$ cat config.mk
export PLATFORM = sky130hd
export DESIGN_NAME = useq_branch_seq
export DESIGN_NICKNAME = d
export VERILOG_FILES = /design/src/rtl/useq_pkg.sv /design/src/rtl/useq_cond_eval.sv /design/src/rtl/useq_entry_map.sv /design/src/rtl/useq_next_sel.sv /design/src/rtl/useq_branch_seq.sv
export SDC_FILE = /design/constraint.sdc
export NUM_CORES = 1
export LEC_CHECK = 0
export CAP_MARGIN = 20
export CORE_MARGIN = 2
export CORE_UTILIZATION = 41
export CTS_CLUSTER_SIZE = 30
export DETAILED_ROUTE_END_ITERATION = 8
export PLACE_DENSITY_LB_ADDON = 0.08
export SYNTH_ARGS = -nofsm -noshare
export SYNTH_HDL_FRONTEND = slang
export SYNTH_HIERARCHICAL = 1
export SYNTH_SLANG_ARGS = --single-unit
$ cat constraint.sdc
create_clock -name clk -period 3.2 [get_ports clk]
set_input_delay 0.8 -clock clk [delete_from_list [all_inputs] [get_ports clk]]
set_output_delay 0.8 -clock clk [all_outputs]
set_load 0.01 [all_outputs]
$ cat src/rtl/useq_pkg.sv
package useq_pkg;

   localparam int COND_W = 3;

   // Branch condition selector carried in each microinstruction
   typedef enum logic [COND_W-1:0] {
      COND_NEVER  = 3'b000,
      COND_ALWAYS = 3'b001,
      COND_NEG    = 3'b010,
      COND_NONNEG = 3'b011,
      COND_ZERO   = 3'b100,
      COND_NZERO  = 3'b101,
      COND_RSV6   = 3'b110,
      COND_RSV7   = 3'b111
   } cond_e;

   // Which source fed the next counter value
   typedef enum logic [1:0] {
      SRC_INC    = 2'd0,
      SRC_ENTRY  = 2'd1,
      SRC_FETCH  = 2'd2,
      SRC_BRANCH = 2'd3
   } src_e;

endpackage

$ cat src/rtl/useq_cond_eval.sv
module useq_cond_eval import useq_pkg::*; #(
   parameter int FLAG_W   = 4,
   parameter int NEG_BIT  = 0,
   parameter int ZERO_BIT = 1
) (
   input  logic [COND_W-1:0] cond,
   input  logic [FLAG_W-1:0] flags,
   output logic              taken
);

   logic neg_f;
   logic zero_f;
   logic unused_flags;

   assign neg_f  = flags[NEG_BIT];
   assign zero_f = flags[ZERO_BIT];

   // Fold every flag bit into one unused net so that no bit is left dangling.
   assign unused_flags = ^flags;

   always_comb begin
      unique case (cond_e'(cond))
         COND_NEVER:  taken = 1'b0;
         COND_ALWAYS: taken = 1'b1;
         COND_NEG:    taken = neg_f;
         COND_NONNEG: taken = ~neg_f;
         COND_ZERO:   taken = zero_f;
         COND_NZERO:  taken = ~zero_f;
         default:     taken = 1'b0;
      endcase
   end

   initial begin
      assert (NEG_BIT >= 0 && NEG_BIT < FLAG_W)
         else $error("NEG_BIT outside flag vector");
      assert (ZERO_BIT >= 0 && ZERO_BIT < FLAG_W)
         else $error("ZERO_BIT outside flag vector");
      assert (NEG_BIT != ZERO_BIT)
         else $error("N and Z must use distinct flag bits");
   end

endmodule

$ cat src/rtl/useq_entry_map.sv
module useq_entry_map #(
   parameter int OP_W   = 4,
   parameter int ADDR_W = 8,
   parameter int BASE   = 1,
   parameter int STRIDE = 4
) (
   input  logic [OP_W-1:0]   opcode,
   output logic [ADDR_W-1:0] entry
);

   localparam int  PW       = ADDR_W + OP_W;
   localparam bit  IS_POW2  = (STRIDE > 0) && ((STRIDE & (STRIDE - 1)) == 0);
   localparam int  SHIFT    = (STRIDE > 1) ? $clog2(STRIDE) : 0;
   localparam logic [ADDR_W-1:0] BASE_V = ADDR_W'(BASE);

   logic [PW-1:0]     wide_op;
   logic [ADDR_W-1:0] scaled;

   assign wide_op = PW'(opcode);

   generate
      if (IS_POW2) begin : g_shift
         // A power-of-two stride needs only a wired shift.
         logic [PW-1:0] shifted;
         assign shifted = wide_op << SHIFT;
         assign scaled  = shifted[ADDR_W-1:0];
      end else begin : g_mult
         // Any other stride uses a constant multiplier.
         logic [PW-1:0] product;
         assign product = wide_op * PW'(STRIDE);
         assign scaled  = product[ADDR_W-1:0];
      end
   endgenerate

   assign entry = scaled + BASE_V;

   initial begin
      assert (STRIDE >= 1) else $error("STRIDE must be positive");
      assert (BASE >= 0)   else $error("BASE must be non-negative");
   end

endmodule

$ cat src/rtl/useq_next_sel.sv
module useq_next_sel import useq_pkg::*; #(
   parameter int ADDR_W     = 8,
   parameter int FETCH_ADDR = 0
) (
   input  logic              ir_load,
   input  logic              end_bit,
   input  logic              taken,
   input  logic [ADDR_W-1:0] cur,
   input  logic [ADDR_W-1:0] entry,
   input  logic [ADDR_W-1:0] target,
   output logic [ADDR_W-1:0] nxt,
   output src_e              src
);

   localparam logic [ADDR_W-1:0] FETCH_V = ADDR_W'(FETCH_ADDR);
   localparam logic [ADDR_W-1:0] ONE_V   = ADDR_W'(1);

   logic [ADDR_W-1:0] inc_addr;

   assign inc_addr = cur + ONE_V;

   // Dispatch outranks end-of-routine, which outranks a taken branch.
   always_comb begin
      if (ir_load) begin
         src = SRC_ENTRY;
      end else if (end_bit) begin
         src = SRC_FETCH;
      end else if (taken) begin
         src = SRC_BRANCH;
      end else begin
         src = SRC_INC;
      end
   end

   always_comb begin
      unique case (src)
         SRC_ENTRY:  nxt = entry;
         SRC_FETCH:  nxt = FETCH_V;
         SRC_BRANCH: nxt = target;
         default:    nxt = inc_addr;
      endcase
   end

endmodule

$ cat src/rtl/useq_branch_seq.sv
module useq_branch_seq import useq_pkg::*; #(
   parameter int ADDR_W       = 8,
   parameter int OP_W         = 4,
   parameter int FLAG_W       = 4,
   parameter int NEG_BIT      = 0,
   parameter int ZERO_BIT     = 1,
   parameter int FETCH_ADDR   = 0,
   parameter int ENTRY_BASE   = 1,
   parameter int ENTRY_STRIDE = 4
) (
   input  logic              clk,
   input  logic              rst_n,
   input  logic              ir_load,
   input  logic [OP_W-1:0]   opcode,
   input  logic              uw_end,
   input  logic [COND_W-1:0] uw_cond,
   input  logic [ADDR_W-1:0] uw_target,
   input  logic [FLAG_W-1:0] flags,
   output logic [ADDR_W-1:0] upc
);

   localparam logic [ADDR_W-1:0] FETCH_V = ADDR_W'(FETCH_ADDR);
   localparam logic [ADDR_W-1:0] ONE_V   = ADDR_W'(1);

   logic              br_taken;
   logic [ADDR_W-1:0] entry_addr;
   logic [ADDR_W-1:0] upc_nxt;
   src_e              nxt_src;

   useq_cond_eval #(
      .FLAG_W   (FLAG_W),
      .NEG_BIT  (NEG_BIT),
      .ZERO_BIT (ZERO_BIT)
   ) u_cond (
      .cond  (uw_cond),
      .flags (flags),
      .taken (br_taken)
   );

   useq_entry_map #(
      .OP_W   (OP_W),
      .ADDR_W (ADDR_W),
      .BASE   (ENTRY_BASE),
      .STRIDE (ENTRY_STRIDE)
   ) u_map (
      .opcode (opcode),
      .entry  (entry_addr)
   );

   useq_next_sel #(
      .ADDR_W     (ADDR_W),
      .FETCH_ADDR (FETCH_ADDR)
   ) u_sel (
      .ir_load (ir_load),
      .end_bit (uw_end),
      .taken   (br_taken),
      .cur     (upc),
      .entry   (entry_addr),
      .target  (uw_target),
      .nxt     (upc_nxt),
      .src     (nxt_src)
   );

   always_ff @(posedge clk) begin
      if (!rst_n) begin
         upc <= FETCH_V;
      end else begin
         upc <= upc_nxt;
      end
   end

   initial begin
      assert (ADDR_W >= 2 && ADDR_W <= 16)
         else $error("ADDR_W out of range");
      assert (OP_W >= 1 && OP_W <= 12)
         else $error("OP_W out of range");
      assert (FETCH_ADDR >= 0 && FETCH_ADDR < (1 << ADDR_W))
         else $error("FETCH_ADDR does not fit the counter");
   end

   // ---------------- assertions ----------------
   AST_IR_DISPATCH: assert property (@(posedge clk) disable iff (!rst_n)
      ir_load |=> (upc == $past(entry_addr)));

   AST_END_TO_FETCH: assert property (@(posedge clk) disable iff (!rst_n)
      (!ir_load && uw_end) |=> (upc == FETCH_V));

   AST_BRANCH_TARGET: assert property (@(posedge clk) disable iff (!rst_n)
      (!ir_load && !uw_end && br_taken) |=> (upc == $past(uw_target)));

   AST_NOT_TAKEN_INC: assert property (@(posedge clk) disable iff (!rst_n)
      (!ir_load && !uw_end && !br_taken) |=> (upc == $past(upc) + ONE_V));

   AST_RSV_NO_BRANCH: assert property (@(posedge clk) disable iff (!rst_n)
      (!ir_load && !uw_end && uw_cond[2] && uw_cond[1])
         |=> (upc == $past(upc) + ONE_V));

   AST_SRC_MATCH: assert property (@(posedge clk) disable iff (!rst_n)
      (nxt_src == SRC_INC) |=> (upc == $past(upc) + ONE_V));

endmodule

# After elaboration in Yosys (flattened, before gate mapping)
# Index checks and enable logic that the tools add are counted.
# classes
addsub,2
n_mul,0
div,0
order_cmp,0
eq_ne,8
n_shift,0
muxes,5
n_bitwise,2
reduce_logical,0
# op_table
operator,n
$pmux 8 s3,1
$add 8x1->8 const B,1
$add 6x1->7 const B,1
$eq 3x2->1 const B,2
$eq 3x3->1 const B,2
$mux 2,3
$pmux 1 s5,1
$eq 2x2->1 const B,2
$eq 3x1->1 const B,1
$eq 2x1->1 const B,1
$not 1->1,2
# totals
register_bits,8
latch_bits,0
mem_bits_rw,0
rom_bits,0
in_bits,23
wordCells,18
mem_count,0

# Longest topological paths before layout
# Gate-level depths: netlist of run 1.
# logic_depth
word_depth,7
mapped_depth,9
mapped_depth_nobuf,8

# Modules after synthesis
# The synthesis of run 1 kept the hierarchy.
# modules_own_cells
mod,instances,cells_per_inst,area_per_inst_um2,seq_area_each_um2
useq_next_sel,1,47,291.5,0.0
useq_branch_seq,1,16,210.2,160.2
useq_entry_map,1,10,67.6,0.0
useq_cond_eval,1,6,35.0,0.0

# Least setup slack after synthesis of run 1
# OpenSTA, ideal clock, no wires.
# synth_path
path_type,input -> register
from,in uw_cond[2]
to,reg upc[1]
setup_ns,0.115
arrival_time_ns,1.893
path_slack_ns,1.192
stages,7
path_buffers,1
cell_sequence,nand3b_1 o21ai_1 o22a_1 buf_6 mux2_2 a22o_1 and2_1
# synth_between
elab_chain_len,7
# synth_rtl
element,line_no,text
from (decl),useq_branch_seq.sv:16,"input logic [COND_W-1:0] uw_cond,"
$eq 3x3->1 (tied with other cells),useq_cond_eval.sv:22,unique case (cond_e'(cond))
$pmux 1 s5 *,useq_cond_eval.sv:22,
named net br_taken,useq_branch_seq.sv:25,logic br_taken;
$mux 2 *,useq_next_sel.sv:28,end else if (taken) begin
$mux 2 *,useq_next_sel.sv:26,end else if (end_bit) begin
$mux 2 *,useq_next_sel.sv:24,if (ir_load) begin
$eq 2x2->1 / $eq 2x1->1 (equally long branches),useq_next_sel.sv:36,unique case (src)
$pmux 8 s3 *,useq_next_sel.sv:36,
named net upc_nxt[1],useq_branch_seq.sv:27,logic [ADDR_W-1:0] upc_nxt;
to (signal assigned),useq_branch_seq.sv:68,upc <= upc_nxt;
to (decl),useq_branch_seq.sv:19,output logic [ADDR_W-1:0] upc
# The timed path passes the listed nets; every way through them passes the cells marked *.
# A chain may end at the register's enable or synchronous reset.

# Worst setup path after layout of run 1
# Ends and elaborated chain as after synthesis.

==> metrics.md, run 1 <==
| Metric | Value |
|---|---|
| Antenna Cells | `0` |
| Hold-fix buffers, CTS | `0` |
| Total CTS buffers | `3` |
| Multi-input combinational cell area | `around 360 sq um` |
| Reg2reg end | `upc[1]` |
| Worst Path Arrival | `between 2 and 3 ns` |
| Post-CTS Setup Inserts | `0` |
| Placed Area | `822 sq um` |
| Tot Pwr | `approximately 0.00027 W` |
| Drt total wl | `between 1 and 1.5 mm` |
| Register area | `160 sq um` |
| Final worst-path cycle share | `~73%` |
| DIE AREA | `1760 sq um` |
| Worst Skew | `0.00526 ns` |
| CP startpoint | `uw_cond[2]` |
| CTS tree | `done` |
| Post-CTS Resized | `0` |
| Layout cells sized above 1 | `a little over 5%` |
| Most frequent cells in the layout | `clkdlybuf4s50_1 (28), nand2_1 (12), and2_1 (8), dfxtp_1 (8)` |
| First-pass GRT wire length | `roughly 2 mm` |
| Hold Worst Slack | `about 0.74 ns` |
| Endpoints failing setup | `0` |
| Final Non-Filler Cells | `~110` |
| CP endpoint | `upc[1]` |
| Worst R2R Start | `upc[0]` |
| Fin. max-slew vios | `0` |
| Reg2Reg Setup Slack | `1.83 ns` |
| Biggest regs | `upc: 8 flops` |
| Setup TNS | `0 ns` |
| CTS clk-pin slew, worst paths | `0.06 ns` |
| Die Width | `42.0 microns` |
| Max IR drop VDD | `0.177 mV` |
| Vias after detailed routing | `around 560` |
| I/O Pins | `31` |
| DP HPWL | `roughly 1 mm` |
| Post-route ant nets | `0` |
| Commonest non-fill, non-tap cell in the layout | `clkdlybuf4s50_1` |
| RSZ-0062 raised after global routing | `false` |
| Area growth from synthesis to layout | `43.0%` |
| Critical path launch point type | `input pin` |
| # rows | `13` |
| H-tree levels | `1` |
| Via/cell ratio | `about 4.9` |
| Placed instance count | `~110` |
| Gpl congestion | `roughly 0.74` |
| PD cells | `317 nW/um^2` |
| # port buffers | `28` |
| Sink Count | `8` |
| Fillers | `approximately 140` |
| Die H | `42.0 microns` |
| Max-Cap Viols | `0` |
| DRT iter0 DRCs | `4` |
| Drt pass-1 iters | `4` |
| NumNets Final | `approximately 130` |
| Fmax | `roughly 0.43 GHz` |
| Peak fanout along the critical path | `8` |
| Tot GR Track Use | `approximately 15%` |
| Initial Utilization | `roughly 45%` |
| Hold crit path type | `flip-flop to flip-flop` |
| Initial antenna violation count | `0` |
| Most flops, register | `upc` |
| Design area | `around 840 sq um` |
| Maximum buffer depth of the clock tree | `2` |
| Routed len/inst | `around 12 microns` |
| Grt ovf | `0` |
| Core area | `1320 sq um` |
| Clock Root Buffer | `clkbuf_4` |
| Reg2reg path depth | `4` |
| Leakage | `0.332 nW` |
| Status | `finished, final reports clean` |
| Syn_area_per_cell | `between 7 and 8 sq um` |
| Vias in the first global route | `about 490` |
| Synthesized area | `~590 sq um` |
| Syn Inst Count | `76` |
| CP Capture Type | `flip-flop` |
| DRC | `0` |
| Critical path data required time | `between 3 and 4 ns` |
| Final hold violations | `0` |
| Yosys warns | `6` |
| Min cycle time layout | `approximately 2.3 ns` |
| Pin count of the biggest net entering global routing | `15` |
| Largest register FFs | `8` |
| Clk_lat worst skew | `approximately 0.26 ns` |
| Crit path kind | `input pin to flip-flop` |
[metal layers]
metal / GRT usage, % / share of wire [%] / up-vias
met2: 27.5 / 52 / 16
met5: 0 / 0 / -
li1: - / - / 296
met3: 6.52 / 5.3 / 0
met4: 3.87 / 0 / 0
met1: 16.6 / 42 / 252
[layout make-up]
class | count | share of cell area (%)
multi-input combinational | 59 | 42.5
timing repair buffer | 28 | 33.2
sequential | 8 | 19.0
clock buffer | 3 | 2.67
tap | 15 | 2.22
inverter | 1 | 0.444
[through the flow]
| step | util (%) | setup slack [ns] |
|---|---|---|
| global route | 64.1 | 0.718 |
| finish | 64.1 | 0.851 |
| CTS | 64.1 | 0.873 |
| floorplan | - | 1.20 |
| detailed placement | 62.4 | 0.599 |
| global placement | 62.4 | 0.608 |
[power by group]
group | leakage, nW | switching, W | internal (W)
clock network | 0.0138 | 0.0000352 | 0.0000430
registers | 0.0660 | 0.00000668 | 0.000106
logic | 0.252 | 0.0000281 | 0.0000485
[worst min-delay path by stage]
stage               cells after the start      to  slack, ns   start
finish                                  3  upc[7]       0.74  upc[7]
global route                            3  upc[7]       0.77  upc[7]
CTS                                     3  upc[7]       0.74  upc[7]
detailed placement                      3  upc[7]       0.72  upc[7]
global placement                        3  upc[7]       0.72  upc[7]
floorplan                               3  upc[0]       0.74  upc[0]
[critical path, cell delays in order]
cell and delay (ns):
clkdlybuf4s50_1 0.45, nand3b_1 0.17, o21ai_1 0.08, o22a_1 0.30, mux2_2 0.37, a22o_1 0.20, and2_1 0.15
No activity file was read; power rests on OpenSTA's default activity.
==> inputs of run 2 (changes only) <==
CORE_ASPECT_RATIO = 0.75   (was not set)
CORE_UTILIZATION = 34   (was 41)
clock period = 1.9 ns   (was 3.2 ns; I/O delays follow)
==> run 2 against run 1 <==
Via count is 1.2% lower. Final area grew 5.8%. First-iteration DRC count up 50%. Combinational power up 83%. Register-to-register slack lost 1.3 ns. Power grew 71%. Clock power rose by 62%. Hold slack better by 0.028 ns. Non-clock buffer count is 3 higher. Global-route usage shrank 0.99 points. Flip-flop and latch count did not move.
==> metrics.md, run 2 (synthesis gave the netlist of run 1 again) <==
| Metric | Value |
|---|---|
| Final worst-path cycle share | `97.0%` |
| Final core occ | `53.3% (-11 points)` |
| Post-route ant nets | `0 (unchanged)` |
| Max-Cap Viols | `0 (unchanged)` |
| Pin count of the biggest net entering global routing | `10 (-5)` |
| Worst R2R Start | `upc[0]` |
| Grt ovf | `0 (unchanged)` |
| Commonest non-fill, non-tap cell in the layout | `clkdlybuf4s50_1` |
| Antenna Cells | `0 (unchanged)` |
| NumNets Final | `128 (+2.4%)` |
| RSZ-0062 raised after global routing | `false` |
| Max IR drop VDD | `0.308 mV (+74%)` |
| Design area | `893 sq um (+5.8%)` |
| I/O Pins | `31 (unchanged)` |
| Hold endpoint | `upc[3]` |
| Min cycle time layout | `~1.8 ns` |
| Most flops, register | `upc` |
| Biggest regs | `upc: 8 flops` |
| Reg2reg end | `upc[1]` |
| Worst Path Arrival | `1.99 ns (-0.51 ns)` |
| Worst path slowest cell | `clkdlybuf4s50_1` |
| # rows | `13 (unchanged)` |
| CTS tree | `done` |
| # port buffers | `28 (unchanged)` |
| Reg2Reg Setup Slack | `0.50 ns (-1.33 ns)` |
| Hold_sp | `upc[3]` |
| Fin. max-slew vios | `0 (unchanged)` |
| Initial antenna violation count | `0 (unchanged)` |
| Tot Pwr | `0.000457 W (+71%)` |
| Fillers | `169 (+23%)` |
| Clk_lat worst skew | `0.25 ns (about the same)` |
| Area growth from synthesis to layout | `51.3%` |
| First-pass GRT wire length | `2.12 mm (+4.1%)` |
| CP Capture Type | `flip-flop` |
| DIE AREA | `2090 sq um (+19%)` |
| Crit path kind | `input pin to flip-flop` |
| Reg2reg path depth | `4 (unchanged)` |
| Core area | `1680 sq um (+27%)` |
| Tot GR Track Use | `14.4% (-0.99 points)` |
| Largest register FFs | `8 (unchanged)` |
| Initial Utilization | `35.3% (-9.6 points)` |
| Leakage | `0.363 nW (+9.5%)` |
| Drt pass-1 iters | `4 (unchanged)` |
| Gpl congestion | `0.770 (+4.4%)` |
| DRC | `0 (unchanged)` |
| Via/cell ratio | `4.49 (-9.2%)` |
| Critical path data required time | `2.05 ns (-1.31 ns)` |
| Most frequent cells in the layout | `clkdlybuf4s50_1 (25), nand2_1 (12), and2_1 (8), dfxtp_1 (8)` |
| Hold crit path type | `flip-flop to flip-flop` |
| Die H | `40.1 microns (-4.4%)` |
| Maximum buffer depth of the clock tree | `2 (unchanged)` |
| Die Width | `52.1 microns (+24%)` |
| PD cells | `511 nW/um^2 (+61%)` |
| H-tree levels | `1 (unchanged)` |
| Hold Worst Slack | `0.763 ns (+0.0280 ns)` |
| Worst Skew | `0.00582 ns (+0.000565 ns)` |
| CP max stage delay | `0.48 ns (+0.03 ns)` |
| Total CTS buffers | `3 (unchanged)` |
| Vias after detailed routing | `557 (-1.2%)` |
| Cells along the critical path | `clkdlybuf4s50_1 > nand3b_1 > o21ai_1 > o22a_1 > mux2_4 > a22o_1 > and2_1` |
| DRT iter0 DRCs | `6 (+2)` |
| Sink Count | `8 (unchanged)` |
| Placed Area | `853 sq um (+3.8%)` |
| Final hold violations | `0 (unchanged)` |
| CTS clk-pin slew, worst paths | `0.05 ns (about the same)` |
| Drt total wl | `1.29 mm (-3.3%)` |
| Fmax | `between 0.5 and 0.6 GHz` |
| Status | `finished, final reports clean` |
| Post-CTS Setup Inserts | `0 (unchanged)` |
| Clock Root Buffer | `clkbuf_4` |
| Hold-fix buffers, CTS | `0 (unchanged)` |
| Endpoints failing setup | `0 (unchanged)` |
| Routed len/inst | `10.4 microns (-11%)` |
| Layout cells sized above 1 | `9.80% (+4.8 points)` |
| Vias in the first global route | `501 (+1.4%)` |
| Peak fanout along the critical path | `4 (-4)` |
| Hold Crit Depth | `3 (unchanged)` |
| Critical path launch point type | `input pin` |
-- run 2: cell types whose count changed in the layout (fill, tap and decap cells not counted) --
cell	previous run	this run
o221ai_1	4	3
o221ai_2	0	1
clkdlybuf4s50_1	28	25
mux2_4	0	1
mux2_2	1	0
nor2_4	0	1
dlygate4sd2_1	0	2
dlymetal6s2s_1	0	1
buf_4	0	3
nor2_1	3	2
-- run 2: layout make-up --
cell class	instances	area (sq um)	share of cell area (%)
Clock buffer	3	22.5	2.52
Inverter	1	3.75	0.420
Multi-Input combinational cell	59	377	42.2
Sequential cell	8	160	17.9
Tap cell	22	27.5	3.08
Timing Repair Buffer	31	303	33.9
-- run 2: worst max-delay path, delay by kind of cell --
kind | cells | cell delay, ns
buffers and inverters | 1 | 0.48
and+or+nand+nor | 2 | 0.21
muxes | 1 | 0.31
AOI/OAI and AO/OA | 3 | 0.51
-- run 2: stage by stage --
| step | worst slack (ns) | TNS (ns) | instances |
|---|---|---|---|
| floorplan | 0.222 | 0 | 78 |
| global placement | -0.302 | -1.99 | 121 |
| detailed placement | -0.318 | -2.18 | 121 |
| CTS | -0.00402 | -0.00402 | 124 |
| global route | 0.0000344 | 0 | 124 |
| finish | 0.0575 | 0 | 124 |
-- run 2: worst max-delay path by stage --
stage                     endpoint       start  slack, ns
after floorplan             upc[1]  uw_cond[2]       0.22
after global placement      upc[6]  uw_cond[2]      -0.30
after detailed placement    upc[6]  uw_cond[2]      -0.32
after CTS                   upc[1]    flags[1]     -0.004
after global routing        upc[1]    flags[0]    0.00003
final                       upc[1]    flags[0]       0.06
-- run 2: timing repair --
| action | CTS | global route |
|---|---|---|
| pin swaps | 2 | 2 |
| resized for setup | 2 | 5 |
| endpoints found under the setup margin | 5 | 7 |
-- run 2: metal layers --
| metal | global-route usage [%] | up-vias | wire length, microns |
|---|---|---|---|
| met2 | 24.4 | 24 | 583 |
| met4 | 1.97 | 0 | 0 |
| met1 | 17.2 | 230 | 609 |
| met3 | 7.09 | 0 | 101 |
| li1 | - | 303 | - |
| met5 | 0 | - | 0 |
-- run 2: power breakdown --
| group | switching [W] | internal, W |
|---|---|---|
| Clock | 0.0000548 | 0.0000721 |
| Combinational | 0.0000517 | 0.0000886 |
| Sequential | 0.0000111 | 0.000179 |
==> inputs of run 3 (changes only) <==
CORE_MARGIN = not set   (was 2)
==> run 3 against run 2 <==
Final area grew 0.84%. Worst setup slack better by 0.014 ns. Sequential share of layout area shrank 0.15 points. Power about the same. Clock skew is 0.0023 ns lower. Clock power fell by 4%. Critical endpoint unchanged.
==> metrics.md, run 3 (synthesis gave the netlist of run 1 again) <==
| Metric | Value |
|---|---|
| Tot GR Track Use | `16.2% (+1.7 points)` |
| Final hold violations | `0 (unchanged)` |
| Peak fanout along the critical path | `4 (unchanged)` |
| Fillers | `151 (-11%)` |
| Initial Utilization | `38.2% (+2.9 points)` |
| Hold endpoint | `upc[7]` |
| Critical path buffer and inverter count | `1 (unchanged)` |
| Max IR drop VDD | `0.189 mV (-39%)` |
| Layout cells sized above 1 | `11.8% (+2.0 points)` |
| Reg2Reg Setup Slack | `0.47 ns (-0.03 ns)` |
| Pin count of the biggest net entering global routing | `10 (unchanged)` |
| Reg2reg path depth | `4 (unchanged)` |
| Grt ovf | `0 (unchanged)` |
| Routed len/inst | `11.0 microns (+5.0%)` |
| DP HPWL | `1.13 mm` |
| Hold crit path type | `flip-flop to flip-flop` |
| Gpl congestion | `0.729 (-5.4%)` |
| Hold-fix buffers, CTS | `0 (unchanged)` |
| Multi-input combinational cell area | `384 sq um (+2.0%)` |
| Maximum buffer depth of the clock tree | `2 (unchanged)` |
| CTS tree | `done` |
| Max-Cap Viols | `0 (unchanged)` |
| Critical path launch point type | `input pin` |
| Via/cell ratio | `4.73 (+5.3%)` |
| PD cells | `507 nW/um^2 (-0.91%)` |
| Final core occ | `58.3% (+4.9 points)` |
| WL met3 | `37 microns (-63%)` |
| PnR worst setup slack | `0.0718 ns (+0.0143 ns)` |
| Crit path kind | `input pin to flip-flop` |
| Vias after detailed routing | `582 (+4.5%)` |
| DRT iter0 DRCs | `4 (-2)` |
| DIE AREA | `1910 sq um (-8.6%)` |
| Commonest non-fill, non-tap cell in the layout | `clkdlybuf4s50_1` |
| RSZ-0062 raised after global routing | `false` |
| Total CTS buffers | `3 (unchanged)` |
| I/O Pins | `31 (unchanged)` |
| Worst path slowest cell | `clkdlybuf4s50_1` |
| DRT met1 WL | `673 microns (+11%)` |
| Fmax | `0.547 GHz (+0.78%)` |
| Setup TNS | `0 ns (unchanged)` |
| Drt total wl | `1.35 mm (+4.2%)` |
| Worst Skew | `0.00357 ns (-0.00225 ns)` |
| Hold_sp | `upc[7]` |
| Post-route ant nets | `0 (unchanged)` |
| Endpoints failing setup | `0 (unchanged)` |
| Die H | `38.1 microns (-5.0%)` |
| Most flops, register | `upc` |
| Clock Root Buffer | `clkbuf_4` |
| Die Width | `50.1 microns (-3.8%)` |
| Critical path data required time | `2.04 ns (about the same)` |
| First-pass GRT wire length | `2.19 mm (+3.6%)` |
| Biggest regs | `upc: 8 flops` |
| Clk_lat worst skew | `0.25 ns (about the same)` |
| NumNets Final | `128 (unchanged)` |
| Top routing layer in use | `met3` |
| Cells along the critical path | `clkdlybuf4s50_1 > nand2_1 > o21ai_1 > o22a_2 > mux2_4 > a22o_1 > and2_1` |
| Final Non-Filler Cells | `123 (-0.81%)` |
| CP Depth | `7 (unchanged)` |
| Area growth from synthesis to layout | `52.5%` |
| # rows | `12 (-1)` |
| Register area | `160 sq um (unchanged)` |
| Sink Count | `8 (unchanged)` |
| Hold Worst Slack | `0.750 ns (-0.0137 ns)` |
| CP Capture Type | `flip-flop` |
| Most frequent cells in the layout | `clkdlybuf4s50_1 (26), nand2_1 (12), and2_1 (8), dfxtp_1 (8)` |
| Worst Path Arrival | `1.97 ns (-0.02 ns)` |
| Met2 WL | `637 microns (+9.3%)` |
| Fin. max-slew vios | `0 (unchanged)` |
| Post-CTS Setup Inserts | `0 (unchanged)` |
| Critical path's top delay family | `compound AO/OA/AOI/OAI gates` |
| Hold Crit Depth | `3 (unchanged)` |
| Drt pass-1 iters | `4 (unchanged)` |
| # port buffers | `28 (unchanged)` |
| Vias in the first global route | `534 (+6.6%)` |
| Reg2reg end | `upc[1]` |
| Placed instance count | `120 (-0.83%)` |
| CP max stage delay | `0.48 ns (about the same)` |
| Min cycle time layout | `1.83 ns (-0.0143 ns)` |
| DRC | `0 (unchanged)` |
| Status | `finished, final reports clean` |
| Final worst-path cycle share | `96.2% (-0.75 points)` |
| Largest register FFs | `8 (unchanged)` |
| Initial antenna violation count | `0 (unchanged)` |
| Antenna Cells | `0 (unchanged)` |
| Worst R2R Start | `upc[0]` |
| Core area | `1550 sq um (-7.7%)` |
| Setup WS pre-CTS | `-0.311 ns (+0.00645 ns)` |
| Leakage | `0.362 nW (-0.36%)` |
| H-tree levels | `1 (unchanged)` |
| CTS clk-pin slew, worst paths | `0.05 ns (about the same)` |
## run 3: cell types whose count changed in the layout (fill, tap and decap cells not counted)
cell / delta
o221ai_1: -1
o22a_1: -1
o221ai_2: +1
clkdlybuf4s50_1: +1
dlygate4sd2_1: -1
o22a_2: +1
## run 3: final cells by class
type / count / area share [%]
multi-input cells: 59 / 42.6
repair buffers: 31 / 33.8
flip-flops and latches: 8 / 17.8
well taps: 21 / 2.92
clock buffers: 3 / 2.50
inverters: 1 / 0.417
## run 3: metrics by stage
stage | power, W | instance area [sq um]
floorplan | 0.000263 | 598
global placement | 0.000327 | 852
detailed placement | 0.000329 | 852
CTS | 0.000458 | 880
global route | 0.000496 | 901
finish | 0.000456 | 901
## run 3: worst max path at each step
stage / startpoint / endpoint
6_report: flags[1] / upc[1]
5_1_grt: flags[1] / upc[6]
3_5_place_dp: uw_cond[2] / upc[5]
4_1_cts: flags[1] / upc[1]
2_1_floorplan: uw_cond[2] / upc[1]
3_3_place_gp: uw_cond[2] / upc[6]
## run 3: report_power, final
group / switching [W] / internal (W) / total, W
clock: 0.0000506 / 0.0000718 / 0.000122
sequential: 0.0000111 / 0.000179 / 0.000190
combinational: 0.0000538 / 0.0000906 / 0.000144
## run 3: what timing repair did
item | CTS | global route
setup endpoints to repair | 5 | 6
gates resized for setup | 2 | 6
pin swaps | 2 | 1
endpoints found under the hold margin | 0 | 0
## run 3: routing by layer
| metal | global-route usage, % | vias up |
|---|---|---|
| met4 | 8.57 | 0 |
| met1 | 19.5 | 261 |
| met2 | 27.3 | 18 |
| li1 | - | 303 |
| met3 | 3.57 | 0 |
| met5 | 0 | - |
## run 3: worst register-to-register path, cell delays in order (launching register included)
cell and delay, ns:
dfxtp_1 0.43, ha_1 0.28, mux2_4 0.27, a22o_1 0.19, and2_1 0.15
